$ cat src/rtl/ire_pkg.sv
package ire_pkg;
    typedef enum logic [1:0] {
        FLT_WIPE   = 2'd0,
        FLT_SCAN   = 2'd1,
        FLT_COMMIT = 2'd2,
        FLT_IDLE   = 2'd3
    } flt_state_e;

    localparam int DELIV_W = 3;
endpackage

$ cat src/rtl/ire_pin_lane.sv
module ire_pin_lane #(
    parameter int VEC_W = 8
) (
    input  logic             clk,
    input  logic             rst_n,
    input  logic             raw,
    input  logic             pol,
    input  logic             trig_lvl,
    input  logic             mask,
    input  logic [VEC_W-1:0] vec,
    input  logic             upd_hit,
    input  logic             upd_low,
    input  logic             eoi_ok,
    input  logic [VEC_W-1:0] eoi_vec,
    input  logic             eoi_level,
    input  logic             grant,
    output logic             svc_req,
    output logic             coal_pulse,
    output logic             ack_pulse
);
    logic raw_q, pend_q, rpend_q, svc_q, coal_q, ack_q;
    logic pend_d, rpend_d, serve, coal_d, ack_d;

    always_comb begin
        pend_d  = pend_q;
        rpend_d = rpend_q;
        serve   = 1'b0;
        coal_d  = 1'b0;
        ack_d   = 1'b0;
        // low-half write drops the remote-pending flag first
        if (upd_hit && upd_low) begin
            rpend_d = 1'b0;
        end
        // raw wire event
        if (raw != raw_q) begin
            if (!(raw ^ pol)) begin
                pend_d = 1'b0;
            end else begin
                if (trig_lvl ? !rpend_d : !pend_d) begin
                    if (!mask) begin
                        serve = 1'b1;
                        if (trig_lvl) begin
                            rpend_d = 1'b1;
                        end
                    end
                end else begin
                    coal_d = 1'b1;
                end
                pend_d = 1'b1;
            end
        end
        // end-of-interrupt matched on this entry's vector
        if (eoi_ok && (vec == eoi_vec)) begin
            ack_d = 1'b1;
            if (eoi_level) begin
                rpend_d = 1'b0;
                if (!mask && pend_d) begin
                    serve = 1'b1;
                    if (trig_lvl) begin
                        rpend_d = 1'b1;
                    end
                end
            end
        end
        // table write re-services an asserted level pin
        if (upd_hit && trig_lvl && pend_d && !mask) begin
            serve   = 1'b1;
            rpend_d = 1'b1;
        end
    end

    always_ff @(posedge clk or negedge rst_n) begin
        if (!rst_n) begin
            raw_q   <= 1'b0;
            pend_q  <= 1'b0;
            rpend_q <= 1'b0;
            svc_q   <= 1'b0;
            coal_q  <= 1'b0;
            ack_q   <= 1'b0;
        end else begin
            raw_q   <= raw;
            pend_q  <= pend_d;
            rpend_q <= rpend_d;
            svc_q   <= (svc_q & ~grant) | serve;
            coal_q  <= coal_d;
            ack_q   <= ack_d;
        end
    end

    assign svc_req    = svc_q;
    assign coal_pulse = coal_q;
    assign ack_pulse  = ack_q;
endmodule

$ cat src/rtl/ire_prio_pick.sv
module ire_prio_pick #(
    parameter int N     = 8,
    parameter int IDX_W = 3
) (
    input  logic [N-1:0]     req,
    output logic [N-1:0]     grant,
    output logic [IDX_W-1:0] idx,
    output logic             any
);
    always_comb begin
        grant = '0;
        idx   = '0;
        any   = |req;
        for (int i = N - 1; i >= 0; i--) begin
            if (req[i]) begin
                grant    = '0;
                grant[i] = 1'b1;
                idx      = IDX_W'(i);
            end
        end
    end
endmodule

$ cat src/rtl/ire_vec_filter.sv
module ire_vec_filter
    import ire_pkg::*;
#(
    parameter int NPINS = 8,
    parameter int VEC_W = 8,
    parameter int PIN_W = 3,
    localparam int FILT = 1 << VEC_W
) (
    input  logic               clk,
    input  logic               rst_n,
    input  logic               rebuild,
    input  logic [NPINS*VEC_W-1:0] tbl_vector,
    output logic [FILT-1:0]    live,
    output flt_state_e         state
);
    localparam logic [PIN_W-1:0] LAST = PIN_W'(NPINS - 1);

    flt_state_e       state_d;
    logic [FILT-1:0]  shadow;
    logic [PIN_W-1:0] idx;
    logic [VEC_W-1:0] cur_vec;

    assign cur_vec = tbl_vector[idx*VEC_W +: VEC_W];

    always_comb begin
        state_d = state;
        unique case (state)
            FLT_WIPE:   state_d = FLT_SCAN;
            FLT_SCAN:   state_d = (idx == LAST) ? FLT_COMMIT : FLT_SCAN;
            FLT_COMMIT: state_d = FLT_IDLE;
            FLT_IDLE:   state_d = FLT_IDLE;
        endcase
    end

    always_ff @(posedge clk or negedge rst_n) begin
        if (!rst_n) begin
            state <= FLT_WIPE;
        end else if (rebuild) begin
            state <= FLT_WIPE;
        end else begin
            state <= state_d;
        end
    end

    always_ff @(posedge clk or negedge rst_n) begin
        if (!rst_n) begin
            shadow <= '0;
            live   <= '0;
            idx    <= '0;
        end else begin
            unique case (state)
                FLT_WIPE: begin
                    shadow <= '0;
                    idx    <= '0;
                end
                FLT_SCAN: begin
                    shadow[cur_vec] <= 1'b1;
                    idx             <= idx + 1'b1;
                end
                FLT_COMMIT: live <= shadow;
                FLT_IDLE:   ;
            endcase
        end
    end
endmodule

$ cat src/rtl/irq_route_engine.sv
module irq_route_engine
    import ire_pkg::*;
#(
    parameter int NPINS  = 8,
    parameter int VEC_W  = 8,
    parameter int DEST_W = 8,
    localparam int PIN_W = (NPINS > 1) ? $clog2(NPINS) : 1,
    localparam int FILT  = 1 << VEC_W
) (
    input  logic                     clk,
    input  logic                     rst_n,
    input  logic [NPINS-1:0]         pin_raw,
    input  logic [NPINS*VEC_W-1:0]   tbl_vector,
    input  logic [NPINS*DEST_W-1:0]  tbl_dest,
    input  logic [NPINS-1:0]         tbl_dest_mode,
    input  logic [NPINS*DELIV_W-1:0] tbl_deliv,
    input  logic [NPINS-1:0]         tbl_polarity,
    input  logic [NPINS-1:0]         tbl_trig,
    input  logic [NPINS-1:0]         tbl_mask,
    input  logic                     tbl_upd,
    input  logic [PIN_W-1:0]         tbl_upd_pin,
    input  logic                     tbl_upd_low,
    input  logic                     eoi_valid,
    input  logic [VEC_W-1:0]         eoi_vector,
    input  logic                     eoi_level,
    output logic                     dlv_valid,
    output logic [VEC_W-1:0]         dlv_vector,
    output logic [DEST_W-1:0]        dlv_dest,
    output logic                     dlv_dest_mode,
    output logic [DELIV_W-1:0]       dlv_deliv,
    output logic                     dlv_trig,
    output logic [PIN_W-1:0]         dlv_pin,
    output logic [NPINS-1:0]         coalesce_pulse,
    output logic [NPINS-1:0]         ack_pulse
);
    logic [FILT-1:0]    live_filter;
    flt_state_e         flt_state;
    logic               eoi_ok;
    logic [NPINS-1:0]   svc_req;
    logic [NPINS-1:0]   grant;
    logic [PIN_W-1:0]   pick_idx;
    logic               pick_any;

    logic [VEC_W-1:0]   vec_a   [NPINS];
    logic [DEST_W-1:0]  dest_a  [NPINS];
    logic [DELIV_W-1:0] deliv_a [NPINS];

    logic [VEC_W-1:0]   sel_vec;
    logic [DEST_W-1:0]  sel_dest;
    logic [DELIV_W-1:0] sel_deliv;
    logic               sel_dm;
    logic               sel_trig;

    ire_vec_filter #(
        .NPINS(NPINS), .VEC_W(VEC_W), .PIN_W(PIN_W)
    ) u_filter (
        .clk        (clk),
        .rst_n      (rst_n),
        .rebuild    (tbl_upd),
        .tbl_vector (tbl_vector),
        .live       (live_filter),
        .state      (flt_state)
    );

    assign eoi_ok = eoi_valid && live_filter[eoi_vector];

    for (genvar i = 0; i < NPINS; i++) begin : g_lane
        assign vec_a[i]   = tbl_vector[i*VEC_W +: VEC_W];
        assign dest_a[i]  = tbl_dest[i*DEST_W +: DEST_W];
        assign deliv_a[i] = tbl_deliv[i*DELIV_W +: DELIV_W];

        ire_pin_lane #(.VEC_W(VEC_W)) u_lane (
            .clk        (clk),
            .rst_n      (rst_n),
            .raw        (pin_raw[i]),
            .pol        (tbl_polarity[i]),
            .trig_lvl   (tbl_trig[i]),
            .mask       (tbl_mask[i]),
            .vec        (vec_a[i]),
            .upd_hit    (tbl_upd && (tbl_upd_pin == PIN_W'(i))),
            .upd_low    (tbl_upd_low),
            .eoi_ok     (eoi_ok),
            .eoi_vec    (eoi_vector),
            .eoi_level  (eoi_level),
            .grant      (grant[i]),
            .svc_req    (svc_req[i]),
            .coal_pulse (coalesce_pulse[i]),
            .ack_pulse  (ack_pulse[i])
        );
    end

    ire_prio_pick #(.N(NPINS), .IDX_W(PIN_W)) u_pick (
        .req   (svc_req),
        .grant (grant),
        .idx   (pick_idx),
        .any   (pick_any)
    );

    always_comb begin
        sel_vec   = '0;
        sel_dest  = '0;
        sel_deliv = '0;
        sel_dm    = 1'b0;
        sel_trig  = 1'b0;
        for (int i = 0; i < NPINS; i++) begin
            if (pick_idx == PIN_W'(i)) begin
                sel_vec   = vec_a[i];
                sel_dest  = dest_a[i];
                sel_deliv = deliv_a[i];
                sel_dm    = tbl_dest_mode[i];
                sel_trig  = tbl_trig[i];
            end
        end
        // pin 0 is pinned to processor 0 in physical mode
        if (pick_idx == '0) begin
            sel_dest = '0;
            sel_dm   = 1'b0;
        end
    end

    always_ff @(posedge clk or negedge rst_n) begin
        if (!rst_n) begin
            dlv_valid     <= 1'b0;
            dlv_vector    <= '0;
            dlv_dest      <= '0;
            dlv_dest_mode <= 1'b0;
            dlv_deliv     <= '0;
            dlv_trig      <= 1'b0;
            dlv_pin       <= '0;
        end else begin
            dlv_valid <= pick_any;
            if (pick_any) begin
                dlv_vector    <= sel_vec;
                dlv_dest      <= sel_dest;
                dlv_dest_mode <= sel_dm;
                dlv_deliv     <= sel_deliv;
                dlv_trig      <= sel_trig;
                dlv_pin       <= pick_idx;
            end
        end
    end
endmodule

$ cat config.mk
export PLATFORM = sky130hd
export DESIGN_NAME = irq_route_engine
export DESIGN_NICKNAME = d
export VERILOG_FILES = /design/src/rtl/ire_pkg.sv /design/src/rtl/ire_pin_lane.sv /design/src/rtl/ire_prio_pick.sv /design/src/rtl/ire_vec_filter.sv /design/src/rtl/irq_route_engine.sv
export SDC_FILE = /design/constraint.sdc
export NUM_CORES = 1
export LEC_CHECK = 0
export ABC_AREA = 1
export ABC_CLOCK_PERIOD_IN_PS = 2300
export BUFFER_PORTS_ARGS = -buffer_cell sky130_fd_sc_hd__buf_2
export CAP_MARGIN = 10
export CORE_UTILIZATION = 40
export CTS_CLUSTER_SIZE = 40
export DETAILED_ROUTE_END_ITERATION = 7
export PLACE_DENSITY = 0.53
export SLEW_MARGIN = 25
export SYNTH_ARGS = -nofsm -noshare
export SYNTH_HDL_FRONTEND = slang
export SYNTH_SLANG_ARGS = --single-unit
$ cat constraint.sdc
create_clock -name clk -period 2.3 [get_ports clk]
set_input_delay 0.115 -clock clk [delete_from_list [all_inputs] [get_ports clk]]
set_output_delay 0.115 -clock clk [all_outputs]
set_load 0.01 [all_outputs]
==> flow_metrics.env, run 1 <==
export IMPL_outcome="finished with violations"
export IMPL_violations="negative setup slack"
export IMPL_antenna_found_initial=4
export IMPL_ff2ff_setup_slack_ns=-0.04
export IMPL_r2r_start="u_filter.idx[0]"
export IMPL_drc=0
export IMPL_combPwrFrac=0.269
export IMPL_num_rows=97
export IMPL_stdcell_count=4988
export IMPL_syn_num_nets=3766
export IMPL_cts_max_path_buffers=3
export IMPL_finalHoldViolations=0
export IMPL_min_from="tbl_dest[9]"
export IMPL_p_clk_frac=0.352
export IMPL_timing_fmax_mhz=426
export IMPL_syn_instance_count=3555
export IMPL_cts_sinks=590
export IMPL_ys_top_cells_by_area="dfrtp_1 (52%), nand2_1 (14%), o21ai_0 (5.6%)"
export IMPL_cts_made_buffers=69
export IMPL_groute_usage_overall=0.255
export IMPL_cts_root_buffer="clkbuf_16"
export IMPL_coreArea_mm2=0.0699
export IMPL_grt_pass1_wl_mm=141
export IMPL_htreeDepth=3
export IMPL_reg2reg_depth=14
export IMPL_worst_slack_ns=-0.0449
export IMPL_p_per_area_mw_per_mm2=855
export IMPL_power_share_sequential=0.379
export IMPL_final_common_cell="nand2_1"
export IMPL_period_share=1.02
export IMPL_wl_per_cell_um=18.6
export IMPL_cp_top_family="buffers and inverters"
export IMPL_crit_arrival_ns=2.88
export IMPL_dr_first_iter_drc_count=2081
export IMPL_drt_first_pass_iters=5
export IMPL_yosysWarningCount=0
export IMPL_timing_setup_critical_path_class="flop to flop"
export IMPL_r2r_end="u_filter.shadow[168]"
export IMPL_crit_path_max_fanout=18
export IMPL_yosysSeqAreaShare=0.523
export IMPL_crit_path_start_kind="flop"
export IMPL_num_io_pins=250
export IMPL_path_cells="buf_12, buf_6, o21ai_0, o21ai_1, inv_1, o21ai_4, inv_2, nor2_4, clkinv_4, nor3_4, buf_4, clkbuf_16, nand2_1, a21oi_1"
export IMPL_end_kind="flop"
export IMPL_vias_per_cell=5.00
export IMPL_rsz0062_at_grt="yes"
export IMPL_clkTransAtPathRegs_ns=0.06
export IMPL_max_cap_violations=0
export IMPL_place_congestion=0.885
export IMPL_synth_seq_cells=590
export IMPL_dp_hpwl_mm=59.4
export IMPL_peakVddDrop_uv=669
export IMPL_grt_ovfl_total=0
export IMPL_syn2layout_area_growth_pct=28.7
export IMPL_synth_area_mm2=0.0282
export IMPL_dp_cells=4689
export IMPL_final_area_mm2=0.0363
export IMPL_drive_gt1_frac=0.167
export IMPL_ant_nets=0
export IMPL_crit_path_top_delay_cell="dfrtp_2"
export IMPL_synth_top_area_frac=0.523
export IMPL_p_int_w=0.0209
export IMPL_max_slew_margin_rel=0.629
export IMPL_first_global_vias=23938
export IMPL_fp_dieArea_mm2=0.0716
export IMPL_initial_core_util=0.404
export IMPL_dieWidth_um=268
export IMPL_grt_start_max_net_pins=104
export IMPL_hold_path_class="primary input to flop"
export IMPL_io_buffers=240
export IMPL_wl_mm=92.5
export IMPL_die_y_um=268
export IMPL_vias=24951
export IMPL_clock_latency_ns=0.63
export IMPL_cts_tree="yes"
export IMPL_synth_top_cell_by_area="dfrtp_1"
export IMPL_path_buf_inv=7
export IMPL_num_nets_final=4205
export IMPL_clock_skew_ns=0.0268
export IMPL_p_sw_w=0.0102
export IMPL_synthDistinctLibCells=37
export IMPL_power_leakage_nw=16.7
export IMPL_setup_viol=19
export IMPL_swShare=0.327
export IMPL_worst_slew_pin_slew_ns=0.557
export IMPL_syn_area_per_cell_um2=7.94
export IMPL_endpoint="u_filter.shadow[168]"
export IMPL_final_cell_mix="nand2_1 (1,066), dfrtp_1 (589), inv_1 (373), o21ai_0 (312), nand3_1 (309)"
export IMPL_cp_depth=14
export IMPL_required_ns=2.83
export IMPL_max_stage_delay_ns=0.44
export IMPL_fin_crit_ns=2.34
export IMPL_place_area_mm2=0.0318
export IMPL_slew_violations=0
export IMPL_dp_slack_ns=-0.279
export IMPL_setup_worst_path_start="u_filter.idx[0]"
## cell usage after synthesis
cell,count
nand2_1,1073
dfrtp_1,590
inv_1,376
o21ai_0,318
nand3_1,310
a21oi_1,289
clkbuf_1,126
nor2_1,113
xnor2_1,61
nand4_1,44
buf_2,41
buf_4,33
o21ai_1,28
buf_1,24
inv_2,19
nor2_2,17
xor2_1,13
nor3_4,12
nand3b_1,10
nor2_4,7
o21bai_1,7
buf_6,6
nor3_1,5
o21ai_2,5
or2_2,5
o211ai_1,4
nor4_1,3
o22ai_1,3
and3_1,2
clkinv_1,2
ha_1,2
o31ai_1,2
a22o_1,1
a22oi_1,1
nor3_2,1
o32ai_1,1
o41ai_1,1
## flip-flops by register name, indices dropped and copies added (netlist names)
name,count
u_filter.state,2
u_filter.idx,3
dlv_trig,1
g_lane.u_lane.pend_q,8
u_filter.shadow,256
dlv_dest_mode,1
g_lane.u_lane.svc_req,8
dlv_dest,8
dlv_valid,1
dlv_deliv,3
g_lane.u_lane.coal_pulse,8
g_lane.u_lane.raw_q,8
g_lane.u_lane.rpend_q,8
dlv_pin,3
u_filter.live,256
dlv_vector,8
g_lane.u_lane.ack_pulse,8
## how the worst min path moves through the flow
| stage | to | slack [ns] | cells after the start |
|---|---|---|---|
| 3_5_place_dp | u_filter.live[111] | 0.03 | 1 |
| 6_report | dlv_dest[1] | 0.03 | 7 |
| 3_3_place_gp | u_filter.live[111] | 0.03 | 1 |
| 5_1_grt | dlv_vector[7] | 0.05 | 7 |
| 4_1_cts | dlv_dest[1] | 0.0008 | 7 |
| 2_1_floorplan | dlv_deliv[0] | -0.18 | 0 |
## layer usage
layer,part of all wire,GRT usage
met3,0.049,0.0413
met2,0.47,0.410
met5,0.00014,0
met1,0.45,0.357
met4,0.026,0.0689
## worst register-to-register path, stage by stage (launching register included)
cell and delay (ns):
dfrtp_2 0.44, buf_12 0.16, buf_6 0.11, o21ai_0 0.07
o21ai_1 0.12, inv_1 0.10, o21ai_4 0.21, inv_2 0.10
nor2_4 0.16, clkinv_4 0.13, nor3_4 0.14, buf_4 0.17
clkbuf_16 0.18, nand2_1 0.06, a21oi_1 0.12
## stage by stage
| stage | power, W | hold WS, ns | util | setup TNS [ns] |
|---|---|---|---|---|
| floorplan | 0.0161 | -0.181 | - | 0 |
| global placement | 0.0195 | 0.0293 | 0.455 | -28.41 |
| detailed placement | 0.0195 | 0.0272 | 0.455 | -34.05 |
| CTS | 0.0308 | 0.000846 | 0.511 | -1.44 |
| global route | 0.0326 | 0.0536 | 0.519 | -19.82 |
| finish | 0.0310 | 0.0266 | 0.519 | -0.275 |
## area by class of cell
cell class                      count  area [um^2]
Clock buffer                      105         2080
Multi-Input combinational cell   2338        11200
Fill cell                        6779        33600
Clock inverter                     13          160
Sequential cell                   590        14800
Tap cell                          940         1180
Timing Repair Buffer              598         5390
Inverter                          397         1520
Antenna cell                        7         17.5
## logic make-up after synthesis
group	count (synthesis)	synth area share
buffers and inverters	627	0.0912
xor gates and xnor gates	74	0.0230
and+or+nand+nor	1602	0.242
adders and majority gates	2	0.000887
AOI/OAI and AO/OA	660	0.120
DFF	590	0.523
## power by group through the flow
| stage | clock, W | sequential (W) | combinational [W] |
|---|---|---|---|
| floorplan | 0 | 0.0120 | 0.00411 |
| global placement | 0 | 0.0119 | 0.00758 |
| detailed placement | 0 | 0.0119 | 0.00760 |
| CTS | 0.0111 | 0.0118 | 0.00793 |
| global route | 0.0115 | 0.0119 | 0.00917 |
| finish | 0.0109 | 0.0118 | 0.00834 |
## what timing repair did
item                                    4_1_cts  5_1_grt
endpoints found under the setup margin      245      275
gates resized for setup                      27       86
gates cloned                                  0        4
pin swaps                                     4        8
buffers inserted                              4       13
hold endpoints to repair                    555        0
hold buffers                                153        0
Power figures use the tool's default switching activity.
==> inputs of run 2 (changes only) <==
MAX_ROUTING_LAYER = met4   (was unset)
==> run 2 against run 1 <==
  * Worst setup slack better by 0.013 ns
  * First-iteration DRC count down 1.8%
  * Global-route usage up 0.76 points
  * Final cell count about the same
  * Die area unchanged
  * The flow still finishes with violations (negative setup slack)
  * Clock power about the same
  * Clock skew about the same
==> flow_metrics.env, run 2 (synthesis results as in run 1) <==
export IMPL_holdPathEnd="dlv_dest[1]"
export IMPL_wl_per_cell_um=18.6
export IMPL_final_common_cell="nand2_1"
export IMPL_place_congestion=0.900
export IMPL_cts_sinks=590
export IMPL_wl_met3_mm=4.75
export IMPL_grt_start_max_net_pins=104
export IMPL_slew_violations=0
export IMPL_first_global_vias=23928
export IMPL_timing_fmax_mhz=429
export IMPL_required_ns=2.83
export IMPL_final_cell_mix="nand2_1 (1,056), dfrtp_1 (589), inv_1 (373), o21ai_0 (312), nand3_1 (308)"
export IMPL_num_io_pins=250
export IMPL_dp_hpwl_mm=59.4
export IMPL_max_cap_violations=0
export IMPL_path_cells="inv_6, buf_8, a21oi_2, o21ai_1, o21ai_1, inv_1, o21ai_2, inv_2, nor2_4, clkinv_4, nor3_4, buf_6, clkbuf_16, nand2_1, a21oi_2"
export IMPL_drt_first_pass_iters=5
export IMPL_outcome="finished with violations"
export IMPL_cts_tree="yes"
export IMPL_reg2reg_depth=15
export IMPL_peakVddDrop_uv=689
export IMPL_fin_crit_ns=2.33
export IMPL_finalHoldViolations=0
export IMPL_vias=25043
export IMPL_rsz0062_at_grt="yes"
export IMPL_clock_latency_ns=0.63
export IMPL_antenna_found_initial=4
export IMPL_highest_layer="met4"
export IMPL_multi_input_area_mm2=0.0113
export IMPL_end_kind="flop"
export IMPL_timing_setup_critical_path_class="flop to flop"
export IMPL_reg_largest_list="u_filter.live: 256 flops, u_filter.shadow: 256 flops"
export IMPL_coreArea_mm2=0.0699
export IMPL_ff2ff_setup_slack_ns=-0.03
export IMPL_num_rows=97
export IMPL_cts_root_buffer="clkbuf_16"
export IMPL_cts_made_buffers=69
export IMPL_ant_nets=0
export IMPL_clock_skew_ns=0.0268
export IMPL_vias_per_cell=5.02
export IMPL_initial_core_util=0.404
export IMPL_cts_max_path_buffers=3
export IMPL_wl_met2_mm=43.4
export IMPL_grt_ovfl_total=0
export IMPL_crit_arrival_ns=2.87
export IMPL_groute_usage_overall=0.263
export IMPL_crit_path_top_delay_cell="dfrtp_2"
export IMPL_seqCellArea_mm2=0.0148
export IMPL_fill_cells=6759
export IMPL_dr_first_iter_drc_count=2043
export IMPL_setup_viol=17
export IMPL_violations="negative setup slack"
export IMPL_period_share=1.01
export IMPL_final_area_mm2=0.0365
export IMPL_die_y_um=268
export IMPL_drc=0
export IMPL_crit_path_start_kind="flop"
export IMPL_hold_path_class="primary input to flop"
export IMPL_crit_path_max_fanout=12
export IMPL_power_leakage_nw=16.8
export IMPL_r2r_start="u_filter.idx[0]"
export IMPL_htreeDepth=3
export IMPL_wl_mm=92.8
export IMPL_path_buf_inv=7
export IMPL_worst_slew_pin_slew_ns=0.626
export IMPL_cp_top_family="buffers and inverters"
export IMPL_io_buffers=240
export IMPL_max_stage_delay_ns=0.44
export IMPL_wl_met1_mm=42.3
export IMPL_worst_slack_ns=-0.0315
export IMPL_min_from="tbl_dest[9]"
export IMPL_grt_pass1_wl_mm=141
export IMPL_dieWidth_um=268
export IMPL_p_per_area_mw_per_mm2=851
export IMPL_clkTransAtPathRegs_ns=0.07
export IMPL_drive_gt1_frac=0.176
export IMPL_min_path_cells=7
export IMPL_max_slew_margin_rel=0.582
export IMPL_dp_slack_ns=-0.279
export IMPL_r2r_end="u_filter.shadow[168]"
export IMPL_fp_dieArea_mm2=0.0716
export IMPL_syn2layout_area_growth_pct=29.3
export IMPL_num_nets_final=4207
export IMPL_place_area_mm2=0.0318
run 2: stage by stage:
| step | utilization | instances | TNS, ns | hold WS (ns) | power (W) |
|---|---|---|---|---|---|
| floorplan | - | 3555 | 0 | -0.181 | 0.0161 |
| global placement | 0.455 | 4689 | -28.41 | 0.0293 | 0.0195 |
| detailed placement | 0.455 | 4689 | -34.05 | 0.0272 | 0.0195 |
| CTS | 0.511 | 4964 | -1.44 | 0.000846 | 0.0308 |
| global route | 0.522 | 4987 | -17.10 | 0.0550 | 0.0326 |
| finish | 0.522 | 4991 | -0.240 | 0.0226 | 0.0310 |
run 2: worst max-delay path by stage:
stage / start / end / slack (ns) / cells after the start
floorplan: u_filter.idx[0] / u_filter.shadow[242] / 0.23 / 14
global placement: u_filter.idx[0] / u_filter.shadow[49] / -0.24 / 12
detailed placement: u_filter.idx[0] / u_filter.shadow[57] / -0.28 / 12
CTS: u_filter.idx[1] / u_filter.shadow[115] / -0.05 / 13
global route: u_filter.idx[0] / u_filter.shadow[104] / -0.16 / 14
finish: u_filter.idx[0] / u_filter.shadow[168] / -0.03 / 15
run 2: area by class of cell:
cell class | instances | share of cell area
flip-flops and latches | 590 | 0.405
multi-input cells | 2338 | 0.310
repair buffers | 600 | 0.149
clock buffers | 105 | 0.0572
inverters | 397 | 0.0415
well taps | 940 | 0.0323
clock inverters | 13 | 0.00439
diodes | 8 | 0.000549
run 2: what timing repair did:
| item | 4_1_cts | 5_1_grt |
|---|---|---|
| gates cloned | 0 | 4 |
| endpoints found under the setup margin | 245 | 275 |
| pin swaps | 4 | 11 |
| gates resized for setup | 27 | 121 |
| buffers inserted | 4 | 15 |
| hold buffers | 153 | 0 |
| endpoints found under the hold margin | 555 | 0 |
run 2: worst min-delay path, cell delays in order:
cell     delay (ns)
buf_2          0.07
nand2_1        0.04
nand3_1        0.05
o21ai_0        0.08
nand3_1        0.07
nor2_1         0.03
o21ai_0        0.13
run 2: where the power goes:
group          total, W  internal (W)  leakage (nW)  switching, W
combinational   0.00837       0.00318          8.04       0.00519
sequential       0.0118        0.0113          7.61      0.000460
clock            0.0109       0.00639          1.11       0.00451
run 2: layer usage:
layer,vias up,global-route usage
met1,12047,0.356
met2,655,0.410
met3,165,0.0421
met4,0,0.0686
met5,-,-
li1,12176,-
==> inputs of run 3 (changes only) <==
GPL_TIMING_DRIVEN = 0   (was unset)
PLACE_DENSITY = 0.62   (was 0.53)
SKIP_LAST_GASP = 1   (was unset)
==> run 3 against run 2 <==
  * The run still ends with negative setup slack left
  * Worst hold slack lost 0.022 ns
  * Worst setup slack worse by 0.25 ns
  * Clock-buffer cell count is 6 lower
  * Flip-flop and latch count did not move
  * Combinational power increased by 15%
  * First-iteration DRC count increased by 73%
  * Final cell count up 3.5%
  * Total power is 5.2% higher
  * Global-route usage grew 6.0 points
  * Critical endpoint is now u_filter.shadow[238]
==> flow_metrics.env, run 3 (synthesis results as in run 1) <==
export IMPL_outcome="finished with violations"
export IMPL_violations="negative setup slack"
export IMPL_end_kind="flop"
export IMPL_drt_first_pass_iters=8
export IMPL_max_stage_delay_ns=0.44
export IMPL_max_cap_violations=0
export IMPL_stdcell_count=5167
export IMPL_max_slew_margin_rel=0.166
export IMPL_fin_crit_ns=2.58
export IMPL_vias=28398
export IMPL_power_share_sequential=0.363
export IMPL_wl_per_cell_um=22.7
export IMPL_grt_ovfl_total=0
export IMPL_first_global_vias=26400
export IMPL_ant_nets=0
export IMPL_required_ns=2.83
export IMPL_p_per_area_mw_per_mm2=856
export IMPL_reg_largest_list="u_filter.live: 256 flops, u_filter.shadow: 256 flops"
export IMPL_die_y_um=268
export IMPL_crit_path_max_fanout=6
export IMPL_rsz0062_at_grt="yes"
export IMPL_groute_usage_overall=0.323
export IMPL_num_nets_final=4380
export IMPL_finalHoldViolations=0
export IMPL_dp_hpwl_mm=71.1
export IMPL_grt_pass1_wl_mm=165
export IMPL_peakVddDrop_uv=581
export IMPL_setup_viol=264
export IMPL_initial_core_util=0.404
export IMPL_crit_path_start_kind="flop"
export IMPL_wl_mm=117
export IMPL_final_cell_mix="nand2_1 (999), dfrtp_1 (588), inv_1 (370), o21ai_0 (306), nand3_1 (295)"
export IMPL_final_common_cell="nand2_1"
export IMPL_hold_path_class="primary input to async pin"
export IMPL_p_int_w=0.0214
export IMPL_p_total_w=0.0327
export IMPL_p_clk_frac=0.342
export IMPL_fp_dieArea_mm2=0.0716
export IMPL_timing_setup_critical_path_class="flop to flop"
export IMPL_drc=0
export IMPL_clock_latency_ns=0.64
export IMPL_swShare=0.346
export IMPL_dieWidth_um=268
export IMPL_place_congestion=0.965
export IMPL_grt_start_max_net_pins=96
export IMPL_io_buffers=233
export IMPL_combPwrFrac=0.295
export IMPL_crit_path_top_delay_cell="dfrtp_2"
export IMPL_fill_cells=6352
export IMPL_power_leakage_nw=17.9
export IMPL_clock_skew_ns=0.0418
export IMPL_cts_made_buffers=68
export IMPL_timing_setup_tns_ns=-31.39
export IMPL_path_cells="inv_4, buf_8, buf_4, nor2_1, o21ai_2, inv_2, o21ai_4, inv_2, nor2_4, clkinv_4, nor3_4, buf_12, buf_12, nand2_4, a21oi_2"
export IMPL_antenna_found_initial=7
export IMPL_final_area_mm2=0.0381
export IMPL_worst_slew_pin_slew_ns=1.25
export IMPL_syn2layout_area_growth_pct=35.2
export IMPL_p_sw_w=0.0113
export IMPL_vias_per_cell=5.50
export IMPL_slew_violations=0
export IMPL_timing_fmax_mhz=388
export IMPL_num_io_pins=250
export IMPL_worst_slack_ns=-0.279
export IMPL_place_area_mm2=0.0308
export IMPL_htreeDepth=3
export IMPL_clkTransAtPathRegs_ns=0.07
export IMPL_ff2ff_setup_slack_ns=-0.28
export IMPL_setup_worst_path_start="u_filter.idx[0]"
export IMPL_cts_sinks=590
export IMPL_cts_root_buffer="clkbuf_16"
export IMPL_path_buf_inv=8
export IMPL_dp_cells=4735
export IMPL_cts_max_path_buffers=3
export IMPL_drive_gt1_frac=0.217
export IMPL_cp_top_family="buffers and inverters"
export IMPL_crit_arrival_ns=3.11
export IMPL_coreArea_mm2=0.0699
export IMPL_num_rows=97
export IMPL_period_share=1.12
export IMPL_r2r_start="u_filter.idx[0]"
export IMPL_dr_first_iter_drc_count=3537
export IMPL_cts_tree="yes"
[run 3: cell type report]
type                    count  area (um^2)  share of cell area
repair buffers            546         4730               0.124
well taps                 940         1180              0.0308
clock inverters            18          282             0.00738
multi-input cells        2338        12100               0.317
diodes                     11         27.5            0.000722
flip-flops and latches    590        14800               0.387
clock buffers              99         2000              0.0524
plain buffers             228         1540              0.0403
inverters                 397         1540              0.0405
[run 3: path summary, 6_finish.rpt]
path,endpoint,depth (start not counted)
setup / recovery,u_filter.shadow[238],15
hold / removal,u_filter.shadow[254],2
setup reg to reg,u_filter.shadow[238],15
hold reg to reg,dlv_deliv[2],2
max in group asynchronous,u_filter.live[177],5
min in group clk,g_lane[3].u_lane.rpend_q,6
[run 3: power groups by stage]
stage	Clock [W]	Sequential, W	Combinational (W)
2_1_floorplan	0	0.0120	0.00411
3_3_place_gp	0	0.0120	0.00686
3_5_place_dp	0	0.0120	0.00697
4_1_cts	0.0112	0.0118	0.00838
5_1_grt	0.0116	0.0119	0.0102
6_report	0.0112	0.0118	0.00964
[run 3: stage by stage]
stage / setup slack, ns / hold WS, ns / utilization
floorplan: 0.233 / -0.181 / -
global placement: -11.60 / 0.272 / 0.437
detailed placement: -1.18 / 0.0561 / 0.440
CTS: -0.103 / 0.000436 / 0.523
global route: -0.352 / 0.0364 / 0.545
finish: -0.279 / 0.00108 / 0.546
[run 3: layer usage]
layer | wire length, um | global-route usage
met1 | 44900 | 0.409
met2 | 52000 | 0.476
met3 | 13300 | 0.0814
met4 | 7270 | 0.172
met5 | 0 | -
[run 3: worst register-to-register path: stages (launching register included)]
cell and delay, ns:
dfrtp_2 0.44, inv_4 0.11, buf_8 0.13, buf_4 0.11, nor2_1 0.04, o21ai_2 0.15
inv_2 0.07, o21ai_4 0.20, inv_2 0.10, nor2_4 0.18, clkinv_4 0.14, nor3_4 0.25
buf_12 0.18, buf_12 0.19, nand2_4 0.08, a21oi_2 0.12
[run 3: timing repair]
action,4_1_cts,5_1_grt
pin swaps,52,105
endpoints found under the setup margin,495,364
setup buffers,90,35
resized for setup,256,343
hold endpoints to repair,254,0
hold buffers,161,0
gates cloned,15,9
